### config.mk
export PLATFORM = sky130hd
export DESIGN_NAME = pin_change_wake
export DESIGN_NICKNAME = d
export VERILOG_FILES = /design/src/rtl/pcw_pkg.sv /design/src/rtl/pcw_sync.sv /design/src/rtl/pcw_snapshot.sv /design/src/rtl/pcw_cfg.sv /design/src/rtl/pin_change_wake.sv
export SDC_FILE = /design/constraint.sdc
export NUM_CORES = 1
export LEC_CHECK = 0
export ABC_CLOCK_PERIOD_IN_PS = 1000
export BUFFER_PORTS_ARGS = -buffer_cell sky130_fd_sc_hd__buf_2
export CAP_MARGIN = 5
export CORE_MARGIN = 2
export CORE_UTILIZATION = 40
export DETAILED_ROUTE_END_ITERATION = 16
export PLACE_DENSITY = 0.66
export SKIP_CTS_REPAIR_TIMING = 1
export SLEW_MARGIN = 40
export SYNTH_ARGS = -nofsm -noshare
export SYNTH_HDL_FRONTEND = slang
export SYNTH_SLANG_ARGS = --single-unit
export TNS_END_PERCENT = 10
### constraint.sdc
create_clock -name clk -period 1 [get_ports clk]
set_input_delay 0.2 -clock clk [delete_from_list [all_inputs] [get_ports clk]]
set_output_delay 0.2 -clock clk [all_outputs]
set_load 0.01 [all_outputs]
### src/rtl/pcw_pkg.sv
`timescale 1ns/1ps
// Shared constants and types for the pin-change wake detector.
// Assumes a six-bit port of which bits 0, 1, 3 and 4 are watched.
package pcw_pkg;
    localparam int PORT_W = 6;
    localparam logic [PORT_W-1:0] WATCH_MASK = 6'b011011;
    localparam int SYNC_STAGES = 2;

    // Configuration register; both bits active low controls, reset to 1.
    typedef struct packed {
        logic wake_off;
        logic pull_off;
    } pcw_cfg_t;
endpackage

### src/rtl/pcw_sync.sv
`timescale 1ns/1ps
// Multi-stage flop synchronizer for a vector of asynchronous pin levels.
// Assumes each bit is independent (no multi-bit coherency needed).
module pcw_sync #(
    parameter int W      = 6,
    parameter int STAGES = 2
) (
    input  logic         clk,
    input  logic         rst_n,
    input  logic [W-1:0] d_i,
    output logic [W-1:0] q_o
);
    logic [W-1:0] stg [STAGES];

    generate
        for (genvar s = 0; s < STAGES; s++) begin : g_stage
            // Shift the pin levels one stage deeper each clock.
            always_ff @(posedge clk) begin
                if (!rst_n) stg[s] <= '0;
                else if (s == 0) stg[s] <= d_i;
                else stg[s] <= stg[(s == 0) ? 0 : s-1];
            end
        end
    endgenerate

    assign q_o = stg[STAGES-1];
endmodule

### src/rtl/pcw_snapshot.sv
`timescale 1ns/1ps
// Holds the pin levels seen at the last port read and flags a mismatch
// on the watched bits. Assumes pin_s is already synchronous.
module pcw_snapshot #(
    parameter int              W     = 6,
    parameter logic [W-1:0]    WATCH = 6'b011011
) (
    input  logic         clk,
    input  logic         rst_n,
    input  logic         rd_strobe,
    input  logic [W-1:0] pin_s,
    output logic         diff_o
);
    logic [W-1:0] snap;

    // Capture the synchronized levels on every port read.
    always_ff @(posedge clk) begin
        if (!rst_n)         snap <= '0;
        else if (rd_strobe) snap <= pin_s;
    end

    // Mismatch on any watched bit.
    always_comb begin
        diff_o = |((pin_s ^ snap) & WATCH);
    end


    snap_load_chk: assert property (@(posedge clk) disable iff (!rst_n)
        rd_strobe |=> (snap == $past(pin_s)));


    snap_hold_chk: assert property (@(posedge clk) disable iff (!rst_n)
        !rd_strobe |=> $stable(snap));
endmodule

### src/rtl/pcw_cfg.sv
`timescale 1ns/1ps
// Configuration register (wake and pull-up controls, active low) and
// the reset-cause flag. Assumes core_rst is a one-cycle synchronous event.
module pcw_cfg
    import pcw_pkg::*;
(
    input  logic     clk,
    input  logic     rst_n,
    input  logic     core_rst,
    input  logic     cfg_wr,
    input  logic     cfg_wake_off,
    input  logic     cfg_pull_off,
    input  logic     wake_now,
    output pcw_cfg_t cfg_o,
    output logic     flag_o
);
    // Load configuration on write; any reset returns it to disabled.
    always_ff @(posedge clk) begin
        if (!rst_n || core_rst) cfg_o <= '{wake_off: 1'b1, pull_off: 1'b1};
        else if (cfg_wr)        cfg_o <= '{wake_off: cfg_wake_off, pull_off: cfg_pull_off};
    end

    // Record whether the core reset was caused by a pending wake.
    always_ff @(posedge clk) begin
        if (!rst_n)        flag_o <= 1'b0;
        else if (core_rst) flag_o <= wake_now;
    end


    flag_set_chk: assert property (@(posedge clk) disable iff (!rst_n)
        (core_rst && wake_now) |=> flag_o);


    flag_clr_chk: assert property (@(posedge clk) disable iff (!rst_n)
        (core_rst && !wake_now) |=> !flag_o);


    flag_hold_chk: assert property (@(posedge clk) disable iff (!rst_n)
        !core_rst |=> $stable(flag_o));


    cfg_hold_chk: assert property (@(posedge clk) disable iff (!rst_n)
        (!cfg_wr && !core_rst) |=> $stable(cfg_o));
endmodule

### src/rtl/pin_change_wake.sv
`timescale 1ns/1ps
// Pin-change wake detector top. Synchronizes the port pins, compares them
// with the snapshot from the last read, and requests wake while asleep.
// Assumes the reset sequencer acts on wake_o and pulses core_rst.
module pin_change_wake
    import pcw_pkg::*;
#(
    parameter int                  PORT_W_P = PORT_W,
    parameter logic [PORT_W_P-1:0] WATCH_P  = WATCH_MASK,
    parameter int                  SYNC_P   = SYNC_STAGES
) (
    input  logic                clk,
    input  logic                rst_n,
    input  logic [PORT_W_P-1:0] pin_i,
    input  logic                rd_strobe,
    input  logic                sleep_i,
    input  logic                cfg_wr,
    input  logic                cfg_wake_off,
    input  logic                cfg_pull_off,
    input  logic                core_rst,
    output logic                wake_o,
    output logic [PORT_W_P-1:0] pullup_en_o,
    output logic                wake_flag_o
);
    logic [PORT_W_P-1:0] pin_s;
    logic                diff;
    pcw_cfg_t            cfg;

    pcw_sync #(.W(PORT_W_P), .STAGES(SYNC_P)) u_sync (
        .clk(clk), .rst_n(rst_n), .d_i(pin_i), .q_o(pin_s)
    );

    pcw_snapshot #(.W(PORT_W_P), .WATCH(WATCH_P)) u_snap (
        .clk(clk), .rst_n(rst_n), .rd_strobe(rd_strobe),
        .pin_s(pin_s), .diff_o(diff)
    );

    pcw_cfg u_cfg (
        .clk(clk), .rst_n(rst_n), .core_rst(core_rst),
        .cfg_wr(cfg_wr), .cfg_wake_off(cfg_wake_off),
        .cfg_pull_off(cfg_pull_off), .wake_now(wake_o),
        .cfg_o(cfg), .flag_o(wake_flag_o)
    );

    // Wake request: asleep, enabled, and a watched pin moved since the read.
    always_comb begin
        wake_o = sleep_i && !cfg.wake_off && diff;
    end

    // Group-wide pull-up enable for the watched pins.
    always_comb begin
        pullup_en_o = cfg.pull_off ? '0 : WATCH_P;
    end


    awake_quiet_chk: assert property (@(posedge clk) disable iff (!rst_n)
        !sleep_i |-> !wake_o);


    disabled_quiet_chk: assert property (@(posedge clk) disable iff (!rst_n)
        cfg.wake_off |-> !wake_o);


    pull_group_chk: assert property (@(posedge clk) disable iff (!rst_n)
        (pullup_en_o == '0) || (pullup_en_o == WATCH_P));
endmodule

== After elaboration in Yosys (flattened, before gate mapping) ==
Memory sizes are Yosys's and may differ from the RTL's.
Index checks and enable logic that the tools add are counted.

* Multiplexer cells: 5
* Bitwise logic cells: 3
* Reductions and logical operators: 6

{| class="wikitable"
|+ Operator list
! operator !! count
|-
| 2-to-1 mux 6 bit || 2
|-
| 2-to-1 mux 5 bit || 1
|-
| bitwise XOR 5 bit || 1
|-
| OR reduction 4 bit || 1
|-
| logical AND 1 bit || 2
|-
| zero test 1 bit || 2
|-
| 2-to-1 mux 1 bit || 2
|-
| bitwise OR 1 bit || 2
|-
| logical OR 1 bit || 1
|}

* Bits in registers: 8
* Bits in writable memories: 12
* Input bits: 14
* Output and inout bits: 8
* Word-level logic and storage cells: 19
* Memories: 1

{| class="wikitable"
|+ Memory list
! name !! words !! bits a word !! read ports !! clocked after Yosys merged registers in !! write ports !! RTL line !! source
|-
| u_sync.stg || 2 || 6 || 2 || 0 || 2 || pcw_sync.sv:13 || <nowiki>logic [W-1:0] stg [STAGES];</nowiki>
|}

== Logic depth before layout (Yosys ltp) ==
Gate-level depths: netlist of the first run.
An unclocked memory read counts as a cell.

* Depth in word-level cells: 4
* Gate-level depth with buffers: 3
* Gate-level depth less buffers: 3

== By module ==
A second synthesis of the first run with hierarchy kept.

* Cells, all modules: 61
* Area total of the unflattened synthesis: 698.2 um^2

{| class="wikitable"
|+ Modules (own cells, without submodules)
! module !! instances !! cells an instance !! area an instance (um^2) !! seq. area each (um^2)
|-
| pcw_sync || 1 || 25 || 336.6 || 240.2
|-
| pcw_snapshot || 1 || 18 || 197.7 || 80.1
|-
| pcw_cfg || 1 || 10 || 110.1 || 60.1
|-
| pin_change_wake || 1 || 8 || 53.8 || 0.0
|}

== Worst setup path before layout of the first run ==
No wires, ideal clock.

* Kind: reg-to-output
* Start point: memory u_sync.stg[1][1]
* End point: output port wake_o
* Arrival time: 0.878 ns
* Data required time: 0.800 ns
* Slack: -0.078 ns
* Cell stages (with the launch flop): 4
* Buffers on the path: 0
* Path through: dfxtp_1 > xor2_1 > nor4_2 > nor3b_1

{| class="wikitable"
|+ RTL lines
! what !! RTL line !! source
|-
| start, declared || pcw_sync.sv:13 ||
|-
| end, declared || pin_change_wake.sv:21 || <nowiki>output logic wake_o,</nowiki>
|}

==> flow_metrics.env, run 1 <==
export IMPL_outcome="finished with violations"
export IMPL_violations="setup timing"
export IMPL_final_setup_worst_slack_ns=-0.543
export IMPL_die_x_um=42.0
export IMPL_synth_area_leaders="dfxtp_1 52%, and2_1 8.7%, mux2i_1 8.7%"
export IMPL_grt_pass1_wl_um=1380
export IMPL_clkSlewWorstSetupHoldPaths_ns=0.08
export IMPL_seqPwrFrac_pct=59.1
export IMPL_power_frac_comb_pct=10.0
export IMPL_avgRoutedWirePerCell_um=9.87
export IMPL_synth_top_cell_by_area="dfxtp_1"
export IMPL_critPathRequiredTime_ns=0.80
export IMPL_nFillCells=127
export IMPL_drc=0
export IMPL_synth_seq_cells=15
export IMPL_gp_congestion=0.693
export IMPL_max_freq_ghz=0.648
export IMPL_period_share_pct=154
export IMPL_switching_share_pct=22.7
export IMPL_cts_made_buffers=3
export IMPL_p_leak_nw=0.341
export IMPL_p_total_w=0.00107
export IMPL_finalNetCount=85
export IMPL_min_path_type="input pin to flop"
export IMPL_grt_pass1_vias=344
export IMPL_avgSynthCellArea_sq_um=10.7
export IMPL_grt_usage_pct=10.9
export IMPL_initialDrtViolationCount=3
export IMPL_ys_seq_area_share_pct=52.1
export IMPL_antenna_found_initial=0
export IMPL_clockBufferDepth=2
export IMPL_die_area_sq_mm=0.00176
export IMPL_start_util_pct=43.8
export IMPL_finalHoldViolations=0
export IMPL_power_density_mw_per_mm2=1530
export IMPL_period_minus_slack_ns=1.54
export IMPL_p_switching_w=0.000242
export IMPL_grt_setup_unrepaired="yes"
export IMPL_power_share_clock_pct=30.9
export IMPL_grt_max_degree=10
export IMPL_ys_types=17
export IMPL_multi_input_area_sq_um=251
export IMPL_syn_to_final_growth_pct=21.0
export IMPL_overflow=0
export IMPL_report_final_slew_viol_count=0
export IMPL_cts_sinks=15
export IMPL_synthCells=54
export IMPL_core_area_sq_mm=0.00132
export IMPL_ir_drop_mv=1.29
export IMPL_worstPathArrival_ns=1.34
export IMPL_ioPinCount=22
export IMPL_placementRows=13
export IMPL_seq_area_sq_um=304
export IMPL_critPathCaptureType="output pin"
export IMPL_max_cap_viol_count=0
export IMPL_finalClockSkew_ns=0.00193
export IMPL_root_buffer="clkbuf_4"
export IMPL_setup_viol_count_final=2
export IMPL_synth_area_sq_um=577
export IMPL_insertion_delay_ns=0.28
export IMPL_critPathKind="flop to output pin"
export IMPL_antenna_left=0
export IMPL_vias_per_cell=4.40
export IMPL_first_pass_iters=4
export IMPL_path_max_fanout=2
export IMPL_antenna_diode_count=0
export IMPL_yosys_warnings=0
export IMPL_die_y_um=42.0
export IMPL_h_tree_depth=1
export IMPL_startpoint_type="flop"
export IMPL_drive_gt1_share_pct=41.4
export IMPL_cellInternalPower_w=0.000826
export IMPL_synth_top_area_share_pct=52.1
export IMPL_cts_tree="built"
export IMPL_post_place_ws_ns=-0.255
export IMPL_io_buffers=17
export IMPL_vias=374
export IMPL_wl_um=839
==> synth_stat cells (all sizes together) <==
| cell type | number |
|---|---|
| and2 | 8 |
| buf | 5 |
| clkbuf | 2 |
| conb | 1 |
| dfxtp | 15 |
| inv | 1 |
| mux2i | 5 |
| nand2 | 2 |
| nand3b | 1 |
| nand4b | 1 |
| nor2b | 5 |
| nor3b | 1 |
| nor4 | 1 |
| o211ai | 1 |
| o21ai | 1 |
| xor2 | 4 |
==> sequential cells by signal, summed over array words and instances, names as in the netlist <==
register      cells
u_cfg.cfg_o       2
u_cfg.flag_o      1
u_snap.snap       4
u_sync.stg        8
==> cells in the final DEF (no fill, tap or decap) <==
cell type	instances
mux2i_1	5
inv_2	1
buf_2	17
nand3b_1	1
nand2_1	2
buf_4	1
o21ai_1	1
xor2_2	1
xor2_1	3
nor2b_1	5
nand4b_1	1
dfxtp_1	12
conb_1	2
nor3b_2	1
clkinv_2	1
and2_1	8
o211ai_1	1
nor4_4	1
clkbuf_4	3
dfxtp_2	3
==> final timing paths <==
check | startpoint | end | slack, ns | depth (start not counted)
setup / recovery | u_sync.stg[1][3] | wake_o | -0.54 | 4
hold / removal | pin_i[0] | u_sync.stg[0][0] | 0.12 | 2
setup reg to reg | u_sync.stg[1][3] | u_cfg.flag_o | -0.07 | 3
hold reg to reg | u_sync.stg[0][4] | u_sync.stg[1][4] | 0.44 | 1
==> critical path, stage by stage, from the launching register on <==
cell and delay, ns:
dfxtp_2 0.34, xor2_2 0.19, nor4_4 0.32, nor3b_2 0.07, buf_2 0.14
==> cell families (layout without fill, tap and decap cells) <==
group / after synthesis / count (layout) / share of synthesized area, %
multiplexers: 5 / 5 / 8.68
other: 1 / 2 / 0.650
AND/OR/NAND/NOR: 19 / 19 / 21.7
flip-flops: 15 / 15 / 52.1
XOR/XNOR: 4 / 4 / 6.07
buffers and inverters: 8 / 23 / 8.68
AO/OA/AOI/OAI: 2 / 2 / 2.17
==> final cells by class <==
class / instances / share of cell area, %
clock buffer: 3 / 3.23
clock inverter: 1 / 0.717
inverter: 1 / 0.538
multi-input combinational: 32 / 36.0
sequential: 15 / 43.5
tap: 15 / 2.69
timing repair buffer: 18 / 13.3
==> power by group through the flow <==
stage / Clock (W) / Sequential [W] / Combinational, W
3_3_place_gp: 0 / 0.000643 / 0.0000987
6_report: 0.000330 / 0.000631 / 0.000107
5_1_grt: 0.000382 / 0.000634 / 0.000119
4_1_cts: 0.000349 / 0.000629 / 0.0000997
2_1_floorplan: 0 / 0.000641 / 0.0000729
3_5_place_dp: 0 / 0.000643 / 0.0000993
==> layer usage <==
layer	global-route usage [%]	wire length, um	up-vias
met4	3.87	0	0
li1	-	-	197
met5	0	0	-
met1	11.7	373	163
met3	7.76	70	0
met2	16.6	394	14
==> per-stage QoR <==
stage,util [%],std cells,setup TNS (ns),hold WS (ns),area (sq um)
detailed placement,49.4,81,-0.336,0.411,651
floorplan,-,55,-0.0783,0.303,586
global placement,49.4,81,-0.303,0.409,651
global route,53.0,85,-0.904,0.0962,698
CTS,51.5,85,-0.859,0.110,678
finish,53.0,85,-0.612,0.120,698
No activity file was read; power rests on OpenSTA's default activity.
==> inputs of run 2 (changes only) <==
Settings changed: ABC_AREA set to 1, CORE_UTILIZATION 40 to 41, MAX_ROUTING_LAYER set to met4, PLACE_DENSITY 0.66 to 0.67.
==> run 2 against run 1 <==
The flow still finishes with violations (setup timing). Sequential cell count unchanged. Sequential share of layout area down 1.0 points. Area after synthesis up 6.1%.
==> flow_metrics.env, run 2 <==
export IMPL_synth_area_sq_um=612
export IMPL_gp_congestion=0.676
export IMPL_seq_area_sq_um=310
export IMPL_grt_pass1_wl_um=1560
export IMPL_yosys_cell_count_top_type="nand2_1"
export IMPL_async_flop_share_pct=0
export IMPL_critPathCaptureType="output pin"
export IMPL_drive_gt1_share_pct=39.2
export IMPL_min_path_type="input pin to flop"
export IMPL_dp_cells=112
export IMPL_vias=507
export IMPL_clkSlewWorstSetupHoldPaths_ns=0.08
export IMPL_grt_usage_pct=11.8
export IMPL_synthFlopType="dfxtp_1"
export IMPL_synth_seq_cells=15
export IMPL_die_area_sq_mm=0.00182
export IMPL_root_buffer="clkbuf_4"
export IMPL_finalNetCount=117
export IMPL_die_y_um=42.6
export IMPL_report_final_slew_viol_count=0
export IMPL_path_max_fanout=3
export IMPL_insertion_delay_ns=0.27
export IMPL_setup_viol_count_final=2
export IMPL_p_leak_nw=0.431
export IMPL_finalClockSkew_ns=0.00369
export IMPL_grt_pass1_vias=391
export IMPL_critPathKind="flop to output pin"
export IMPL_die_x_um=42.6
export IMPL_wl_um=983
export IMPL_synth_area_leaders="dfxtp_1 49%, nand2_1 14%, inv_1 11%"
export IMPL_drc=0
export IMPL_start_util_pct=45.3
export IMPL_vias_per_cell=4.33
export IMPL_p_total_w=0.00110
export IMPL_cts_sinks=15
export IMPL_first_pass_iters=4
export IMPL_hpwlAfterDp_um=724
export IMPL_mostFrequentLayoutCells="23 x nand2_1, 17 x buf_2, 15 x inv_1"
export IMPL_grt_max_degree=15
export IMPL_finalHoldViolations=0
export IMPL_nFillCells=133
export IMPL_yosys_top_cells_count="23 x nand2_1, 18 x inv_1, 15 x dfxtp_1"
export IMPL_largest_reg_flops=8
export IMPL_grt_setup_unrepaired="yes"
export IMPL_clockBufferDepth=2
export IMPL_place_area_sq_um=686
export IMPL_multi_input_area_sq_um=188
export IMPL_period_minus_slack_ns=1.34
export IMPL_tns_ns=-0.379
export IMPL_max_cap_viol_count=0
export IMPL_startpoint_type="flop"
export IMPL_period_share_pct=134
export IMPL_final_cell_count_no_fill=117
export IMPL_cts_tree="built"
export IMPL_cts_made_buffers=3
export IMPL_initialDrtViolationCount=4
export IMPL_core_area_sq_mm=0.00135
export IMPL_final_setup_worst_slack_ns=-0.339
export IMPL_largestRegisters="u_sync.stg: 8 flops, u_snap.snap: 4 flops, u_cfg.cfg_o: 2 flops"
export IMPL_final_common_cell="nand2_1"
export IMPL_synth_top_cell_by_area="dfxtp_1"
export IMPL_antenna_diode_count=0
export IMPL_io_buffers=17
export IMPL_critPathRequiredTime_ns=0.80
export IMPL_synth_edf_count=0
export IMPL_syn_to_final_growth_pct=19.2
export IMPL_antenna_found_initial=0
export IMPL_ys_types=13
export IMPL_fin_area_sq_um=729
export IMPL_h_tree_depth=1
export IMPL_ir_drop_mv=0.876
export IMPL_violations="setup timing"
export IMPL_synthCells=83
export IMPL_placementRows=13
export IMPL_overflow=0
export IMPL_ioPinCount=22
export IMPL_outcome="finished with violations"
export IMPL_top_register="u_sync.stg"
export IMPL_max_freq_ghz=0.747
export IMPL_worstPathArrival_ns=1.14
export IMPL_yosys_warnings=0
export IMPL_power_density_mw_per_mm2=1510
export IMPL_synth_top_area_share_pct=49.1
export IMPL_avgSynthCellArea_sq_um=7.37
export IMPL_ys_seq_area_share_pct=49.1
export IMPL_antenna_left=0
export IMPL_avgRoutedWirePerCell_um=8.40
run 2: cell types whose count changed after synthesis, moves of 5 or more:
cell	delta
nand2_1	+21
nor2b_1	-5
inv_1	+17
mux2i_1	-5
and2_1	-8
run 2: stage by stage:
| step | worst slack [ns] | util (%) | hold slack (ns) |
|---|---|---|---|
| 6_report | -0.339 | 54.0 | 0.0991 |
| 5_1_grt | -0.434 | 54.0 | 0.102 |
| 4_1_cts | -0.377 | 52.7 | 0.0961 |
| 3_5_place_dp | -0.0656 | 50.8 | 0.384 |
| 3_3_place_gp | -0.0707 | 50.8 | 0.374 |
| 2_1_floorplan | 0.0820 | - | 0.279 |
run 2: metal layers:
layer	track usage (%)	vias to the layer above	wire, um
li1	-	275	-
met1	13.0	219	441
met2	19.1	11	496
met3	3.88	2	32
met4	5.63	0	12
met5	-	-	0
run 2: critical path, cell delays in order (launching register included):
cell and delay, ns:
dfxtp_2 0.35, inv_1 0.04, nand2_1 0.05, nand2_1 0.05
nor2_1 0.09, nand2_1 0.07, nand2_2 0.06, inv_1 0.03
buf_2 0.13
run 2: layout make-up:
cell class | count | area share [%]
tap | 15 | 2.57
timing repair buffer | 20 | 14.8
inverter | 21 | 10.8
multi-input combinational | 42 | 25.7
clock buffer | 4 | 3.60
sequential | 15 | 42.5
run 2: final timing paths:
check              startpoint               end  slack, ns  depth (start not counted)
max            u_snap.snap[4]            wake_o      -0.34                          8
min                  pin_i[0]  u_sync.stg[0][0]        0.1                          3
max reg2reg  u_sync.stg[1][4]      u_cfg.flag_o      -0.04                          9
min reg2reg  u_sync.stg[0][1]  u_sync.stg[1][1]       0.41                          2
run 2: power breakdown:
part,internal (W),total (W),switching [W],leakage (nW)
combinational,0.0000550,0.000125,0.0000697,0.289
clock,0.000154,0.000329,0.000175,0.0150
sequential,0.000630,0.000646,0.0000158,0.127
total,0.000839,0.00110,0.000260,0.431
run 2: cells by family (layout without fill, tap and decap cells):
kind of cell    after synthesis  in the layout  synth area share, %
compound gates               12             12                 11.9
buf+inv                      27             45                 20.9
flops                        15             15                 49.1
other cells                   1              2                0.613
simple gates                 28             28                 17.6
